==> src/rtl/rxaf_pkg.sv <==
package rxaf_pkg;

    typedef enum logic [2:0] {
        RULE_NONE    = 3'd0,
        RULE_STATION = 3'd1,
        RULE_BCAST   = 3'd2,
        RULE_HASH    = 3'd3,
        RULE_PROMISC = 3'd4
    } rule_e;

    typedef enum logic [1:0] {
        ST_IDLE    = 2'd0,
        ST_COLLECT = 2'd1,
        ST_DECIDE  = 2'd2,
        ST_DONE    = 2'd3
    } fstate_e;

    // One byte through a reflected CRC-32, least-significant bit first.
    function automatic logic [31:0] crc8_step(input logic [31:0] c_in,
                                              input logic [7:0]  b,
                                              input logic [31:0] poly);
        logic [31:0] c;
        c = c_in;
        for (int k = 0; k < 8; k++) begin
            if (c[0] ^ b[k]) c = (c >> 1) ^ poly;
            else             c = c >> 1;
        end
        return c;
    endfunction

endpackage

==> src/rtl/rxaf_cfg_regs.sv <==
module rxaf_cfg_regs #(
    parameter int WORD_W     = 16,
    parameter int STA_WORDS  = 3,
    parameter int HASH_WORDS = 4,
    parameter int AW         = 3,
    parameter int EN_BIT     = 0,
    parameter int PROM_BIT   = 6,
    parameter int HEN_BIT    = 11,
    localparam int STA_W     = STA_WORDS * WORD_W,
    localparam int HASH_W    = HASH_WORDS * WORD_W
) (
    input  logic              clk,
    input  logic              rst_n,
    input  logic              wr_en,
    input  logic [AW-1:0]     wr_addr,
    input  logic [WORD_W-1:0] wr_data,
    input  logic              latch,
    output logic              act_en,
    output logic              act_prom,
    output logic              act_hen,
    output logic [STA_W-1:0]  act_station,
    output logic [HASH_W-1:0] act_hash
);
    localparam int STA_BASE  = 1;
    localparam int HASH_BASE = STA_BASE + STA_WORDS;

    logic              en_q, prom_q, hen_q;
    logic [STA_W-1:0]  sta_q;
    logic [HASH_W-1:0] hash_q;

    // Live register file; station word 0 lands in the top bits.
    always_ff @(posedge clk) begin
        if (!rst_n) begin
            en_q   <= 1'b0;
            prom_q <= 1'b0;
            hen_q  <= 1'b0;
            sta_q  <= '0;
            hash_q <= '0;
        end else if (wr_en) begin
            if (wr_addr == AW'(0)) begin
                en_q   <= wr_data[EN_BIT];
                prom_q <= wr_data[PROM_BIT];
                hen_q  <= wr_data[HEN_BIT];
            end
            for (int i = 0; i < STA_WORDS; i++) begin
                if (wr_addr == AW'(STA_BASE + i))
                    sta_q[(STA_WORDS-1-i)*WORD_W +: WORD_W] <= wr_data;
            end
            for (int i = 0; i < HASH_WORDS; i++) begin
                if (wr_addr == AW'(HASH_BASE + i))
                    hash_q[i*WORD_W +: WORD_W] <= wr_data;
            end
        end
    end

    // Active copy, captured at frame start.
    always_ff @(posedge clk) begin
        if (!rst_n) begin
            act_en      <= 1'b0;
            act_prom    <= 1'b0;
            act_hen     <= 1'b0;
            act_station <= '0;
            act_hash    <= '0;
        end else if (latch) begin
            act_en      <= en_q;
            act_prom    <= prom_q;
            act_hen     <= hen_q;
            act_station <= sta_q;
            act_hash    <= hash_q;
        end
    end

    p_snap_hold_r9: assert property (@(posedge clk) disable iff (!rst_n)
        !latch |=> ($stable(act_station) && $stable(act_hash) &&
                    $stable({act_en, act_prom, act_hen})));

endmodule

==> src/rtl/rxaf_crc.sv <==
module rxaf_crc #(
    parameter logic [31:0] POLY  = 32'hEDB88320,
    parameter int          IDX_W = 6
) (
    input  logic             clk,
    input  logic             rst_n,
    input  logic             init,
    input  logic             upd,
    input  logic [7:0]       din,
    output logic [IDX_W-1:0] idx
);
    import rxaf_pkg::*;

    localparam logic [31:0] SEED = '1;

    logic [31:0] crc_q;

    always_ff @(posedge clk) begin
        if (!rst_n)     crc_q <= SEED;
        else if (upd)   crc_q <= crc8_step(init ? SEED : crc_q, din, POLY);
        else if (init)  crc_q <= SEED;
    end

    assign idx = crc_q[31 -: IDX_W];

    p_crc_hold_r7: assert property (@(posedge clk) disable iff (!rst_n)
        !(init || upd) |=> $stable(crc_q));

endmodule

==> src/rtl/rxaf_matcher.sv <==
module rxaf_matcher #(
    parameter int ADDR_BYTES = 6,
    parameter int IDX_W      = 6,
    localparam int ADDR_W    = 8 * ADDR_BYTES,
    localparam int HASH_BITS = 1 << IDX_W,
    localparam int CNT_W     = $clog2(ADDR_BYTES + 1)
) (
    input  logic                 clk,
    input  logic                 rst_n,
    input  logic                 frm_start,
    input  logic                 byte_valid,
    input  logic [7:0]           byte_data,
    input  logic                 act_en,
    input  logic                 act_prom,
    input  logic                 act_hen,
    input  logic [ADDR_W-1:0]    act_station,
    input  logic [HASH_BITS-1:0] act_hash,
    input  logic [IDX_W-1:0]     crc_idx,
    output logic                 snap,
    output logic                 crc_init,
    output logic                 crc_upd,
    output logic                 dec_valid,
    output logic                 dec_accept,
    output rxaf_pkg::rule_e      dec_rule
);
    import rxaf_pkg::*;

    localparam logic [CNT_W-1:0] LAST = CNT_W'(ADDR_BYTES - 1);

    fstate_e           state, nxt;
    logic [CNT_W-1:0]  cnt;
    logic [ADDR_W-1:0] addr_q;
    logic              first, in_addr, take;
    logic              sta_hit, bc_hit, hash_hit;
    rule_e             rule;

    assign first   = frm_start && byte_valid;
    assign in_addr = (state == ST_COLLECT) && byte_valid && !frm_start;
    assign take    = first || in_addr;

    assign snap     = first;
    assign crc_init = first;
    assign crc_upd  = take;

    // State register
    always_ff @(posedge clk) begin
        if (!rst_n) state <= ST_IDLE;
        else        state <= nxt;
    end

    // Transitions
    always_comb begin
        nxt = state;
        if (first) begin
            nxt = ST_COLLECT;
        end else begin
            unique case (state)
                ST_IDLE:    nxt = ST_IDLE;
                ST_COLLECT: if (byte_valid && cnt == LAST) nxt = ST_DECIDE;
                ST_DECIDE:  nxt = ST_DONE;
                ST_DONE:    nxt = ST_DONE;
                default:    nxt = ST_IDLE;
            endcase
        end
    end

    // Byte counter and address shift register
    always_ff @(posedge clk) begin
        if (!rst_n) begin
            cnt    <= '0;
            addr_q <= '0;
        end else begin
            if (first)        cnt <= CNT_W'(1);
            else if (in_addr) cnt <= cnt + CNT_W'(1);
            if (take)         addr_q <= {addr_q[ADDR_W-9:0], byte_data};
        end
    end

    assign sta_hit  = (addr_q == act_station);
    assign bc_hit   = &addr_q;
    assign hash_hit = act_hash[crc_idx];

    // Outputs
    always_comb begin
        rule = RULE_NONE;
        if (state == ST_DECIDE && act_en) begin
            if (act_prom)                 rule = RULE_PROMISC;
            else if (sta_hit)             rule = RULE_STATION;
            else if (bc_hit)              rule = RULE_BCAST;
            else if (act_hen && hash_hit) rule = RULE_HASH;
            else                          rule = RULE_NONE;
        end
        dec_valid  = (state == ST_DECIDE);
        dec_accept = dec_valid && (rule != RULE_NONE);
        dec_rule   = rule;
    end

    p_pulse_r8: assert property (@(posedge clk) disable iff (!rst_n)
        dec_valid |=> !dec_valid);
    p_cnt_bound_r8: assert property (@(posedge clk) disable iff (!rst_n)
        cnt <= CNT_W'(ADDR_BYTES));
    p_off_reject_r2: assert property (@(posedge clk) disable iff (!rst_n)
        (dec_valid && !act_en) |-> (!dec_accept && dec_rule == RULE_NONE));
    p_promisc_r3: assert property (@(posedge clk) disable iff (!rst_n)
        (dec_valid && act_en && act_prom) |-> (dec_accept && dec_rule == RULE_PROMISC));
    p_rule_code_r7: assert property (@(posedge clk) disable iff (!rst_n)
        !dec_valid |-> (dec_rule == RULE_NONE && !dec_accept));
    p_restart_r10: assert property (@(posedge clk) disable iff (!rst_n)
        first |=> (state == ST_COLLECT && !dec_valid));

endmodule

==> src/rtl/rx_addr_filter.sv <==
module rx_addr_filter #(
    parameter int          ADDR_BYTES = 6,
    parameter int          WORD_W     = 16,
    parameter int          IDX_W      = 6,
    parameter logic [31:0] CRC_POLY   = 32'hEDB88320,
    localparam int         STA_WORDS  = (8 * ADDR_BYTES) / WORD_W,
    localparam int         HASH_WORDS = (1 << IDX_W) / WORD_W,
    localparam int         AW         = $clog2(1 + STA_WORDS + HASH_WORDS)
) (
    input  logic              clk,
    input  logic              rst_n,
    input  logic              cfg_we,
    input  logic [AW-1:0]     cfg_addr,
    input  logic [WORD_W-1:0] cfg_wdata,
    input  logic              frm_start,
    input  logic              byte_valid,
    input  logic [7:0]        byte_data,
    output logic              dec_valid,
    output logic              dec_accept,
    output logic [2:0]        dec_rule
);
    import rxaf_pkg::*;

    logic                         snap, crc_init, crc_upd;
    logic                         act_en, act_prom, act_hen;
    logic [STA_WORDS*WORD_W-1:0]  act_station;
    logic [HASH_WORDS*WORD_W-1:0] act_hash;
    logic [IDX_W-1:0]             crc_idx;
    rule_e                        rule;

    rxaf_cfg_regs #(
        .WORD_W(WORD_W), .STA_WORDS(STA_WORDS), .HASH_WORDS(HASH_WORDS), .AW(AW)
    ) u_regs (
        .clk(clk), .rst_n(rst_n), .wr_en(cfg_we), .wr_addr(cfg_addr),
        .wr_data(cfg_wdata), .latch(snap), .act_en(act_en), .act_prom(act_prom),
        .act_hen(act_hen), .act_station(act_station), .act_hash(act_hash)
    );

    rxaf_crc #(.POLY(CRC_POLY), .IDX_W(IDX_W)) u_crc (
        .clk(clk), .rst_n(rst_n), .init(crc_init), .upd(crc_upd),
        .din(byte_data), .idx(crc_idx)
    );

    rxaf_matcher #(.ADDR_BYTES(ADDR_BYTES), .IDX_W(IDX_W)) u_match (
        .clk(clk), .rst_n(rst_n), .frm_start(frm_start), .byte_valid(byte_valid),
        .byte_data(byte_data), .act_en(act_en), .act_prom(act_prom),
        .act_hen(act_hen), .act_station(act_station), .act_hash(act_hash),
        .crc_idx(crc_idx), .snap(snap), .crc_init(crc_init), .crc_upd(crc_upd),
        .dec_valid(dec_valid), .dec_accept(dec_accept), .dec_rule(rule)
    );

    assign dec_rule = rule;

endmodule

==> config.mk <==
export PLATFORM = sky130hd
export DESIGN_NAME = rx_addr_filter
export DESIGN_NICKNAME = d
export VERILOG_FILES = /design/src/rtl/rxaf_pkg.sv /design/src/rtl/rxaf_cfg_regs.sv /design/src/rtl/rxaf_crc.sv /design/src/rtl/rxaf_matcher.sv /design/src/rtl/rx_addr_filter.sv
export SDC_FILE = /design/constraint.sdc
export NUM_CORES = 1
export LEC_CHECK = 0
export BUFFER_PORTS_ARGS = -buffer_cell sky130_fd_sc_hd__buf_2
export CAP_MARGIN = 20
export CORE_AREA = 2 2 164 166
export CTS_CLUSTER_SIZE = 10
export DETAILED_ROUTE_END_ITERATION = 8
export DIE_AREA = 0 0 166 168
export GPL_ROUTABILITY_DRIVEN = 0
export GPL_TIMING_DRIVEN = 0
export PLACE_DENSITY = 0.8
export SYNTH_ARGS = -nofsm -noshare
export SYNTH_HDL_FRONTEND = slang
export SYNTH_SLANG_ARGS = --single-unit
==> constraint.sdc <==
create_clock -name clk -period 1.9 [get_ports clk]
set_input_delay 0 -clock clk [delete_from_list [all_inputs] [get_ports clk]]
set_output_delay 0 -clock clk [all_outputs]
set_load 0.005 [all_outputs]
==> flow_metrics.tcl <==
set metrics [dict create \
    synth_top_area_frac 0.446 \
    fin_ws_ns -0.893 \
    grt_pass1_wl_mm 62.7 \
    setup_tns_ns -2.70 \
    yosysTopAreaCell "dfxtp_1" \
    syn_avg_cell_area_sq_um 8.43 \
    layout.nets 1822 \
    status "finished with violations" \
    vias 12200 \
    drv_cap 0 \
    power-per-cell-area_nw_per_um2 975 \
    synthCells 1677 \
    relSlewSlack 0.402 \
    slew_viol_final 0 \
    multi_input_area_sq_um 7530 \
    clkLatencyLatePin_ns 0.51 \
    hold_violations 0 \
    synth-seq-area-share 0.446 \
    vdd_ir_drop_max_mv 0.827 \
    fin_skew_ns 0.00667 \
    synth-async-reset-ratio 0 \
    instances_no_fill 2134 \
    grt_pass1_vias 11700 \
    routed_wl_mm 40.6 \
    crit_path_max_fanout 8 \
    min_period_ns 2.79 \
    io_buffers 25 \
    hold_path.class "input pin to flop" \
    track_usage 0.283 \
    cp.arrival_ns 2.79 \
    crit_type "flop to output port" \
    die_width_um 166 \
    clock_sinks 315 \
    p_leak_nw 5.97 \
    synthFlopType "dfxtp_1" \
    dieArea_sq_um 27900 \
    ant_nets 0 \
    dp.cells 2043 \
    violations "negative setup slack" \
    post-route-period-util 1.47 \
    synthesis.area_sq_um 14100 \
    rows 60 \
    max_slew.worst_pin.slew_ns 0.897 \
    cts_root_buf "clkbuf_16" \
    use_met1 0.362 \
    rsz0062_at_grt "yes" \
    whs_ns 0.0610 \
    finalSetupViolCount 5 \
    cts_tree "done" \
    fill_cells 2145 \
    synth_area_leaders "dfxtp_1 45%, nand2_1 16%, a21boi_0 15%" \
    drc 0 \
    drive_gt1_frac 0.110 \
    synth_edf_count 0 \
    seq_area_sq_um 6330 \
    wire_per_inst_um 19.0 \
    grt_max_degree 20 \
    core_area_sq_um 26400 \
    path_clk_slew_ns 0.05 \
    htreeDepth 2 \
    synth-seq-cells 315 \
    synth.top_cells.by_count "588 x nand2_1, 315 x dfxtp_1, 275 x a21boi_0" \
    ios 37 \
    fp.dieH_um 168 \
    met3_usage 0.0425 \
    startpoint_type "flop" \
    critPathRequiredTime_ns 1.90 \
    synth.most_common_cell "nand2_1" \
    initial_core_util 0.537 \
    p_total_mw 16.0 \
    use_met2 0.484 \
    drt_pre_antenna_iters 5 \
    cts_buffers 37 \
    synth_nets 1711 \
    drtIter0Drc 954 \
    area_delta_synth_final_pct 15.9 \
    grt-ovfl-total 0 \
    clockBufferDepth 3 \
    top_usage_layer "met2" \
    dp_hpwl_mm 27.8 \
    antenna_found_initial 1 \
    yosysUniqueCellTypes 51 \
    ys_warn_count 0 \
    viasPerCell 5.72 \
    endpoint_kind "output port" \
    max_freq_mhz 358 \
]
[kinds of logic after synthesis]
| kind of cell | after synthesis | share of synthesized area |
|---|---|---|
| simple gates | 732 | 0.210 |
| compound gates | 352 | 0.179 |
| flops | 315 | 0.446 |
| buf+inv | 123 | 0.0351 |
| xor+xnor | 120 | 0.0904 |
| mux | 33 | 0.0378 |
| fa+ha+maj | 2 | 0.00177 |
[state kept, by name, summed over array words and instances, names as in the netlist]
register	count
u_crc.crc_q	32
u_match.addr_q	48
u_match.cnt	3
u_match.state	2
u_regs.act_en	1
u_regs.act_hash	64
u_regs.act_hen	1
u_regs.act_prom	1
u_regs.act_station	48
u_regs.en_q	1
u_regs.hash_q	64
u_regs.hen_q	1
u_regs.prom_q	1
u_regs.sta_q	48
[metrics by stage]
step | setup slack (ns) | util | cell area [sq um]
global route | -0.941 | 0.622 | 16400
finish | -0.893 | 0.622 | 16400
global placement | -0.887 | 0.558 | 14700
CTS | -0.923 | 0.614 | 16200
detailed placement | -0.931 | 0.558 | 14700
floorplan | -0.0193 | - | 14200
[path summary, 6_finish.rpt]
path / startpoint / end / slack [ns] / cells after the start
worst max-delay path: u_crc.crc_q[26] / dec_rule[1] / -0.89 / 9
worst min register to register: u_regs.act_hash[14] / u_regs.act_hash[14] / 0.46 / 2
worst min-delay path: frm_start / u_match.cnt[1] / 0.06 / 4
worst max register to register: u_crc.crc_q[5] / u_crc.crc_q[18] / -0.04 / 7
[area by class of cell]
cell class | count | share of cell area
tap | 341 | 0.0260
clock buffer | 41 | 0.0580
timing repair buffer | 78 | 0.0368
buffer | 114 | 0.0315
clock inverter | 2 | 0.00107
inverter | 3 | 0.000687
multi-input combinational | 1239 | 0.459
antenna | 1 | 0.000153
sequential | 315 | 0.386
[what timing repair did]
action | in CTS | in global routing
buffers inserted | 17 | 13
hold buffers | 24 | 0
resized for setup | 35 | 48
endpoints found under the setup margin | 78 | 71
pin swaps | 12 | 16
endpoints found under the hold margin | 115 | 0
[report_power, final]
| group | internal (mW) | switching [mW] | leakage, nW |
|---|---|---|---|
| Combinational | 1.36 | 1.48 | 2.94 |
| Sequential | 6.83 | 0.222 | 2.55 |
| Clock | 3.50 | 2.58 | 0.476 |
| Total | 11.7 | 4.28 | 5.97 |
[cells in the final DEF (no fill, tap or decap), types with 14 or more instances in the layout]
cell / count
buf_2: 39
clkbuf_16: 37
dlygate4sd3_1: 24
nor4_1: 15
clkbuf_2: 14
mux4_2: 15
nand4_1: 20
dfxtp_1: 307
buf_4: 28
xnor2_1: 36
a21oi_1: 24
xor2_1: 58
nor2_1: 53
a21boi_0: 275
clkbuf_1: 79
nand2_1: 585
[critical path: stages, from the launching register on]
cell and delay [ns]:
dfxtp_4 0.37, buf_12 0.15, buf_4 0.12, mux4_2 0.48, mux2i_1 0.27, mux2_2 0.26, o21ai_4 0.08, a31oi_4 0.28
a2111oi_2 0.11, buf_2 0.15
[per-layer routing]
layer,wire (um),up-vias
met4,1490,0
met5,0,-
met1,16500,5798
met2,19300,545
li1,-,5761
met3,3270,99
Note: power is estimated with default switching activity, not from simulation.
